$ cat src/rtl/pit4_pkg.sv
package pit4_pkg;
  localparam int unsigned ADDR_CTRL = 0;
  localparam int unsigned ADDR_TB0  = 1;
  localparam int unsigned ADDR_SEL  = 3;
  localparam int unsigned ADDR_IEN  = 4;
  localparam int unsigned ADDR_FLG  = 5;
  localparam int unsigned ADDR_LD0  = 6;
  localparam int unsigned N_TB      = 2;
  localparam int unsigned DW        = 8;
endpackage

$ cat src/rtl/pit4_tbase.sv
module pit4_tbase #(
  parameter int unsigned TBW = 8
) (
  input  logic           clk,
  input  logic           rst_n,
  input  logic           run,
  input  logic [TBW-1:0] load,
  output logic           tick
);
  logic [TBW-1:0] cnt_q, cnt_n;

  assign tick = run && (cnt_q == '0);

  always_comb begin
    cnt_n = cnt_q;
    if (!run || tick) cnt_n = load;
    else              cnt_n = cnt_q - 1'b1;
  end

  always_ff @(posedge clk or negedge rst_n) begin
    if (!rst_n) cnt_q <= '0;
    else        cnt_q <= cnt_n;
  end
endmodule

$ cat src/rtl/pit4_chan.sv
module pit4_chan #(
  parameter int unsigned CW = 16
) (
  input  logic          clk,
  input  logic          rst_n,
  input  logic          run,
  input  logic          tick,
  input  logic [CW-1:0] load,
  output logic          expire
);
  logic [CW-1:0] cnt_q, cnt_n;

  assign expire = run && tick && (cnt_q == '0);

  always_comb begin
    cnt_n = cnt_q;
    if (!run || expire) cnt_n = load;
    else if (tick)      cnt_n = cnt_q - 1'b1;
  end

  always_ff @(posedge clk or negedge rst_n) begin
    if (!rst_n) cnt_q <= '0;
    else        cnt_q <= cnt_n;
  end
endmodule

$ cat src/rtl/pit4_regs.sv
module pit4_regs
  import pit4_pkg::*;
#(
  parameter int unsigned N_CH = 4,
  parameter int unsigned CW   = 16,
  parameter int unsigned TBW  = 8,
  parameter int unsigned AW   = 4
) (
  input  logic                           clk,
  input  logic                           rst_n,
  input  logic                           wr,
  input  logic [AW-1:0]                  addr,
  input  logic [DW-1:0]                  wdata,
  output logic [DW-1:0]                  rdata,
  input  logic [N_CH-1:0]                expire,
  output logic                           run,
  output logic [N_TB-1:0][TBW-1:0]       tb_load,
  output logic [N_CH-1:0][CW-1:0]        ch_load,
  output logic [N_CH-1:0]                ch_sel,
  output logic [N_CH-1:0]                ien,
  output logic [N_CH-1:0]                flags,
  output logic [N_CH-1:0]                irq
);
  localparam int unsigned CB = CW / DW;

  logic                      run_q, run_n;
  logic [N_TB-1:0][TBW-1:0]  tbl_q, tbl_n;
  logic [N_CH-1:0][CW-1:0]   chl_q, chl_n;
  logic [N_CH-1:0]           sel_q, sel_n, ien_q, ien_n, flg_q, flg_n, irq_q, irq_n;

  always_comb begin
    run_n = run_q;
    tbl_n = tbl_q;
    chl_n = chl_q;
    sel_n = sel_q;
    ien_n = ien_q;
    flg_n = flg_q;
    if (wr) begin
      if (addr == AW'(ADDR_CTRL)) run_n = wdata[0];
      if (addr == AW'(ADDR_SEL))  sel_n = wdata[N_CH-1:0];
      if (addr == AW'(ADDR_IEN))  ien_n = wdata[N_CH-1:0];
      if (addr == AW'(ADDR_FLG))  flg_n = flg_q & ~wdata[N_CH-1:0];
      for (int t = 0; t < int'(N_TB); t++)
        if (addr == AW'(int'(ADDR_TB0) + t)) tbl_n[t] = wdata[TBW-1:0];
      for (int n = 0; n < int'(N_CH); n++)
        for (int b = 0; b < int'(CB); b++)
          if (addr == AW'(int'(ADDR_LD0) + n * int'(CB) + b))
            chl_n[n][b*DW +: DW] = wdata;
    end
    flg_n = flg_n | expire;
    irq_n = flg_q & ien_q;
  end

  always_ff @(posedge clk or negedge rst_n) begin
    if (!rst_n) begin
      run_q <= 1'b0;
      tbl_q <= '0;
      chl_q <= '0;
      sel_q <= '0;
      ien_q <= '0;
      flg_q <= '0;
      irq_q <= '0;
    end else begin
      run_q <= run_n;
      tbl_q <= tbl_n;
      chl_q <= chl_n;
      sel_q <= sel_n;
      ien_q <= ien_n;
      flg_q <= flg_n;
      irq_q <= irq_n;
    end
  end

  always_comb begin
    rdata = '0;
    if (addr == AW'(ADDR_CTRL)) rdata[0] = run_q;
    if (addr == AW'(ADDR_SEL))  rdata[N_CH-1:0] = sel_q;
    if (addr == AW'(ADDR_IEN))  rdata[N_CH-1:0] = ien_q;
    if (addr == AW'(ADDR_FLG))  rdata[N_CH-1:0] = flg_q;
    for (int t = 0; t < int'(N_TB); t++)
      if (addr == AW'(int'(ADDR_TB0) + t)) rdata[TBW-1:0] = tbl_q[t];
    for (int n = 0; n < int'(N_CH); n++)
      for (int b = 0; b < int'(CB); b++)
        if (addr == AW'(int'(ADDR_LD0) + n * int'(CB) + b))
          rdata = chl_q[n][b*DW +: DW];
  end

  assign run     = run_q;
  assign tb_load = tbl_q;
  assign ch_load = chl_q;
  assign ch_sel  = sel_q;
  assign ien     = ien_q;
  assign flags   = flg_q;
  assign irq     = irq_q;
endmodule

$ cat src/rtl/pit4_timer.sv
module pit4_timer
  import pit4_pkg::*;
#(
  parameter int unsigned N_CH = 4,
  parameter int unsigned CW   = 16,
  parameter int unsigned TBW  = 8,
  parameter int unsigned AW   = 4
) (
  input  logic            clk,
  input  logic            rst_n,
  input  logic            reg_wr,
  input  logic [AW-1:0]   reg_addr,
  input  logic [DW-1:0]   reg_wdata,
  output logic [DW-1:0]   reg_rdata,
  output logic [N_CH-1:0] irq
);
  logic [1:0]               rst_sync_q;
  logic                     rst_sync_n;
  logic                     run;
  logic [N_TB-1:0][TBW-1:0] tb_load;
  logic [N_CH-1:0][CW-1:0]  ch_load;
  logic [N_CH-1:0]          ch_sel, ien, flags, expire;
  logic [N_TB-1:0]          tb_tick;

  always_ff @(posedge clk or negedge rst_n) begin
    if (!rst_n) rst_sync_q <= 2'b00;
    else        rst_sync_q <= {rst_sync_q[0], 1'b1};
  end
  assign rst_sync_n = rst_sync_q[1];

  pit4_regs #(.N_CH(N_CH), .CW(CW), .TBW(TBW), .AW(AW)) regs_i (
    .clk(clk), .rst_n(rst_sync_n), .wr(reg_wr), .addr(reg_addr),
    .wdata(reg_wdata), .rdata(reg_rdata), .expire(expire), .run(run),
    .tb_load(tb_load), .ch_load(ch_load), .ch_sel(ch_sel), .ien(ien),
    .flags(flags), .irq(irq)
  );

  for (genvar t = 0; t < N_TB; t++) begin : g_tb
    pit4_tbase #(.TBW(TBW)) tb_i (
      .clk(clk), .rst_n(rst_sync_n), .run(run), .load(tb_load[t]), .tick(tb_tick[t])
    );
  end

  for (genvar n = 0; n < N_CH; n++) begin : g_ch
    pit4_chan #(.CW(CW)) ch_i (
      .clk(clk), .rst_n(rst_sync_n), .run(run), .tick(tb_tick[ch_sel[n]]),
      .load(ch_load[n]), .expire(expire[n])
    );
  end
endmodule

$ cat config.mk
export PLATFORM = sky130hd
export DESIGN_NAME = pit4_timer
export DESIGN_NICKNAME = d
export VERILOG_FILES = /design/src/rtl/pit4_pkg.sv /design/src/rtl/pit4_tbase.sv /design/src/rtl/pit4_chan.sv /design/src/rtl/pit4_regs.sv /design/src/rtl/pit4_timer.sv
export SDC_FILE = /design/constraint.sdc
export NUM_CORES = 1
export LEC_CHECK = 0
export BUFFER_PORTS_ARGS = -buffer_cell sky130_fd_sc_hd__buf_2
export CAP_MARGIN = 0
export CORE_MARGIN = 2
export CORE_UTILIZATION = 50
export DETAILED_ROUTE_END_ITERATION = 10
export GPL_TIMING_DRIVEN = 0
export PLACE_DENSITY = 0.72
export SYNTH_ARGS = -nofsm -noshare
export SYNTH_HDL_FRONTEND = slang
export SYNTH_SLANG_ARGS = --single-unit
$ cat constraint.sdc
create_clock -name clk -period 7.05 [get_ports clk]
set_input_delay 1.41 -clock clk [delete_from_list [all_inputs] [get_ports clk]]
set_output_delay 1.41 -clock clk [all_outputs]
set_load 0.02 [all_outputs]
==> results.tsv <==
stage	metric	value	unit
yosys	Most used DFF post-synth	dfrtp_1	
detailed_routing	DR WL/cell	23.1	um
timing	Final Max Slew Viols	0	
worst_hold_path	hold path start	rst_sync_q[0]	
worst_hold_path	hold path depth	0	
placement	pre-CTS setup slack	1.69	ns
grt	GRT Overall Usage	0.299	
cts	Post-CTS Repair Setup Buffers	0	
setup_path	Max FO, Critical Path	10	
placement	Placed Area	10200	um^2
setup_path	Worst Reg-to-Reg Cells	6	
cts	CTS buffer count	17	
cts	Worst-Skew Late Latency	0.44	ns
setup_path	crit path DAT	4.06	ns
grt	first-pass GRT wire length	45700	um
detailed_routing	final antenna-violating net count	0	
detailed_routing	vias	8074	
cts	CTS HTree Levels	4	
cells_and_area	P&R area growth vs syn	10.7	%
timing	Max Clock Skew	0.00900	ns
yosys	#FFs+latches synth	179	
detailed_routing	Pre-Repair DR Iteration Count	5	
worst_hold_path	min-delay worst type	flop to flop	
cells_and_area	commonest non-fill, non-tap cell in the layout	dfrtp_1	
timing	Worst-Margin Slew	0.922	ns
outcome	status	complete, no violations	
cts	Reg clk slew, reported paths	0.06	ns
timing	Max Clk Rate	183	MHz
floorplanning	chip height	143	um
yosys	Cells after Synth	955	
detailed_routing	routed wire length	29300	um
setup_path	startpoint types	primary input	
detailed_routing	Residual DRC	0	
timing	minimum clock period	5.47	ns
placement	count of buffers from port buffering	19	
worst_hold_path	Hold Path End	rst_sync_q[1]	
yosys	Async SR Flop Fraction	1.00	
cts	TritonCTS Sinks	179	
setup_path	CP Capture Type	primary output	
timing	final hold vios	0	
yosys	Netlist cell types	77	
floorplanning	Initial Utilization	0.514	
detailed_routing	DR vias/cell	6.38	
cells_and_area	ANT cells	0	
cells_and_area	ratio of cells with drive above 1 in the final layout	0.168	
setup_path	crit path buf inv count	5	
timing	RSZ-0062 raised after global routing	no	
placement	routability-driven placement congestion ratio	1.01	
setup_path	worst r2r dst	g_ch[0].ch_i.cnt_q[7]	
yosys	Yosys top cell by area	dfrtp_1	
setup_path	Critical R2R Launch	regs_i.run	
yosys	share of the synthesized area in the top cell type	0.462	
yosys	EDFF count, synth	0	
cells_and_area	post-layout util	0.570	
cts	post-cts gate resize count	0	
cells_and_area	commonest cells after routing, fill and taps aside	dfrtp_1 (178), mux2_2 (86), nand2_1 (84)	
yosys	Ys Warns	0	
setup_path	max incr delay on CP	0.55	ns
setup_path	CP top delay family	buffers and inverters	
timing	endpoints failing setup	0	
setup_path	Cell Chain, Critical Path	buf_2 -> clkbuf_1 -> clkbuf_1 -> clkbuf_1 -> o21ai_0 -> a32o_1 -> o21ai_0 -> a21oi_1 -> buf_2	
cts	Clock Root Buffer	clkbuf_16	
yosys	mean post-synth cell area	10.1	um^2
cts	Bufs on Longest Clock Path	2	
timing	Hold WS	0.352	ns
floorplanning	Boundary Pins	27	
placement	HPWL Detailed	21300	um
floorplanning	CORE AREA	18800	um^2
grt	initial antenna violation count	0	
cts	CTS Hold Bufs	0	
setup_path	flop2flop setup slack	3.70	ns
grt	total grt overflow	0	
yosys	Post-Synthesis Net Count	976	
yosys	top cells by area, synth	dfrtp_1 (46%), mux2_2 (10%), o21ai_0 (3.4%), nand2_1 (3.3%), nor2_1 (2.5%)	
timing	worst setup margin	1.58	ns
floorplanning	Cell Rows	50	
cts	CTS tree	built	
yosys	Netlist Area Pre-Place	9690	um^2
setup_path	most used cell, CP	clkbuf_1	
setup_path	kind of critical path	primary input to primary output	
setup_path	CP required	5.64	ns
power	Max rail drop VDD	0.000180	V
timing	Worst slew margin	0.385	
floorplanning	Die W	143	um
run	max_cap viols	0	
cells_and_area	Nets	1016	
grt	largest net degree at the start of global routing	70	
yosys	Seq/Total Area, Yosys	0.462	
detailed_routing	DR iter-0 viols	833	
floorplanning	Die Area	20500	um^2
power	LEAKAGE	0.00439	uW
power	power density cells	361	nW/um^2
cells_and_area	Finished Cell Area	10700	um^2
grt	vias in the first global route	7736	
timing	period utilization	0.776	
setup_path	highest-delay cell along the critical path	clkbuf_1	
[cell usage after synthesis, drive strengths merged, types with 4 or more instances]
library cell	n
dfrtp	179
mux2	94
nand2	84
o21ai	69
nor2	64
a21oi	41
clkbuf	38
inv	29
nor3	29
nand3	23
nor4	21
xnor2	21
mux2i	18
xor2	18
or3	16
or4	13
a22oi	12
buf	12
a221o	11
a22o	9
and2	9
o211ai	8
o22ai	8
a2bb2oi	7
a31oi	7
a211o	6
ha	6
nand2b	6
nand4	6
nor2b	6
o2bb2ai	6
o311ai	6
a21o	5
a211oi	4
nand3b	4
o31ai	4
o32ai	4
[per-stage QoR]
step	total power (uW)	instances	TNS, ns
after floorplan	2520	955	0
after global placement	2870	1234	-52.45
after detailed placement	2920	1236	0
after CTS	3850	1266	0
after global routing	4080	1266	0
final	3870	1266	0
[where the power goes]
part | internal, uW | switching (uW)
clock network | 525 | 404
logic | 539 | 691
registers | 1340 | 367
[worst max-delay path by stage]
stage          depth (start not counted)          start               endpoint
4_1_cts                                9    reg_addr[1]           reg_rdata[1]
2_1_floorplan                          0  rst_sync_q[1]  g_ch[0].ch_i.cnt_q[0]
3_3_place_gp                           0  rst_sync_q[1]  g_ch[3].ch_i.cnt_q[7]
5_1_grt                                9    reg_addr[1]           reg_rdata[1]
3_5_place_dp                           9    reg_addr[1]           reg_rdata[1]
6_report                               9    reg_addr[1]           reg_rdata[1]
[metal layers]
metal | track usage | routed length, um | vias to the layer above
met5 | 0 | 0 | -
met1 | 0.432 | 13000 | 4059
li1 | - | - | 3631
met2 | 0.457 | 13400 | 330
met3 | 0.0523 | 2010 | 54
met4 | 0.100 | 839 | 0
[state kept, by name (all words and copies together), names as in the netlist]
name	flops
regs_i.flags	4
regs_i.ch_sel	4
regs_i.ien	4
g_ch.ch_i.cnt_q	64
g_tb.tb_i.cnt_q	16
regs_i.tb_load	16
rst_sync_q	2
regs_i.ch_load	64
regs_i.irq	4
regs_i.run	1
[area by class of cell]
cell class,instances,area (um^2)
Fill cell,1617,8110
Multi-Input combinational cell,696,4880
Sequential cell,179,4480
Clock buffer,20,447
Tap cell,260,325
Buffer,50,213
Timing Repair Buffer,21,150
Inverter,30,113
Clock inverter,10,111
[logic make-up (layout without fill, tap and decap cells)]
| logic type | Yosys count | in the layout | share of synthesized area |
|---|---|---|---|
| buffers and inverters | 80 | 131 | 0.0336 |
| other | 1 | 1 | 0.000387 |
| muxes | 113 | 113 | 0.133 |
| and+or+nand+nor | 301 | 301 | 0.161 |
| adders and majority gates | 6 | 6 | 0.00775 |
| xor gates and xnor gates | 39 | 39 | 0.0353 |
| AOI/OAI and AO/OA | 236 | 236 | 0.167 |
| DFF | 179 | 179 | 0.462 |
(Power assumes the default switching activity.)
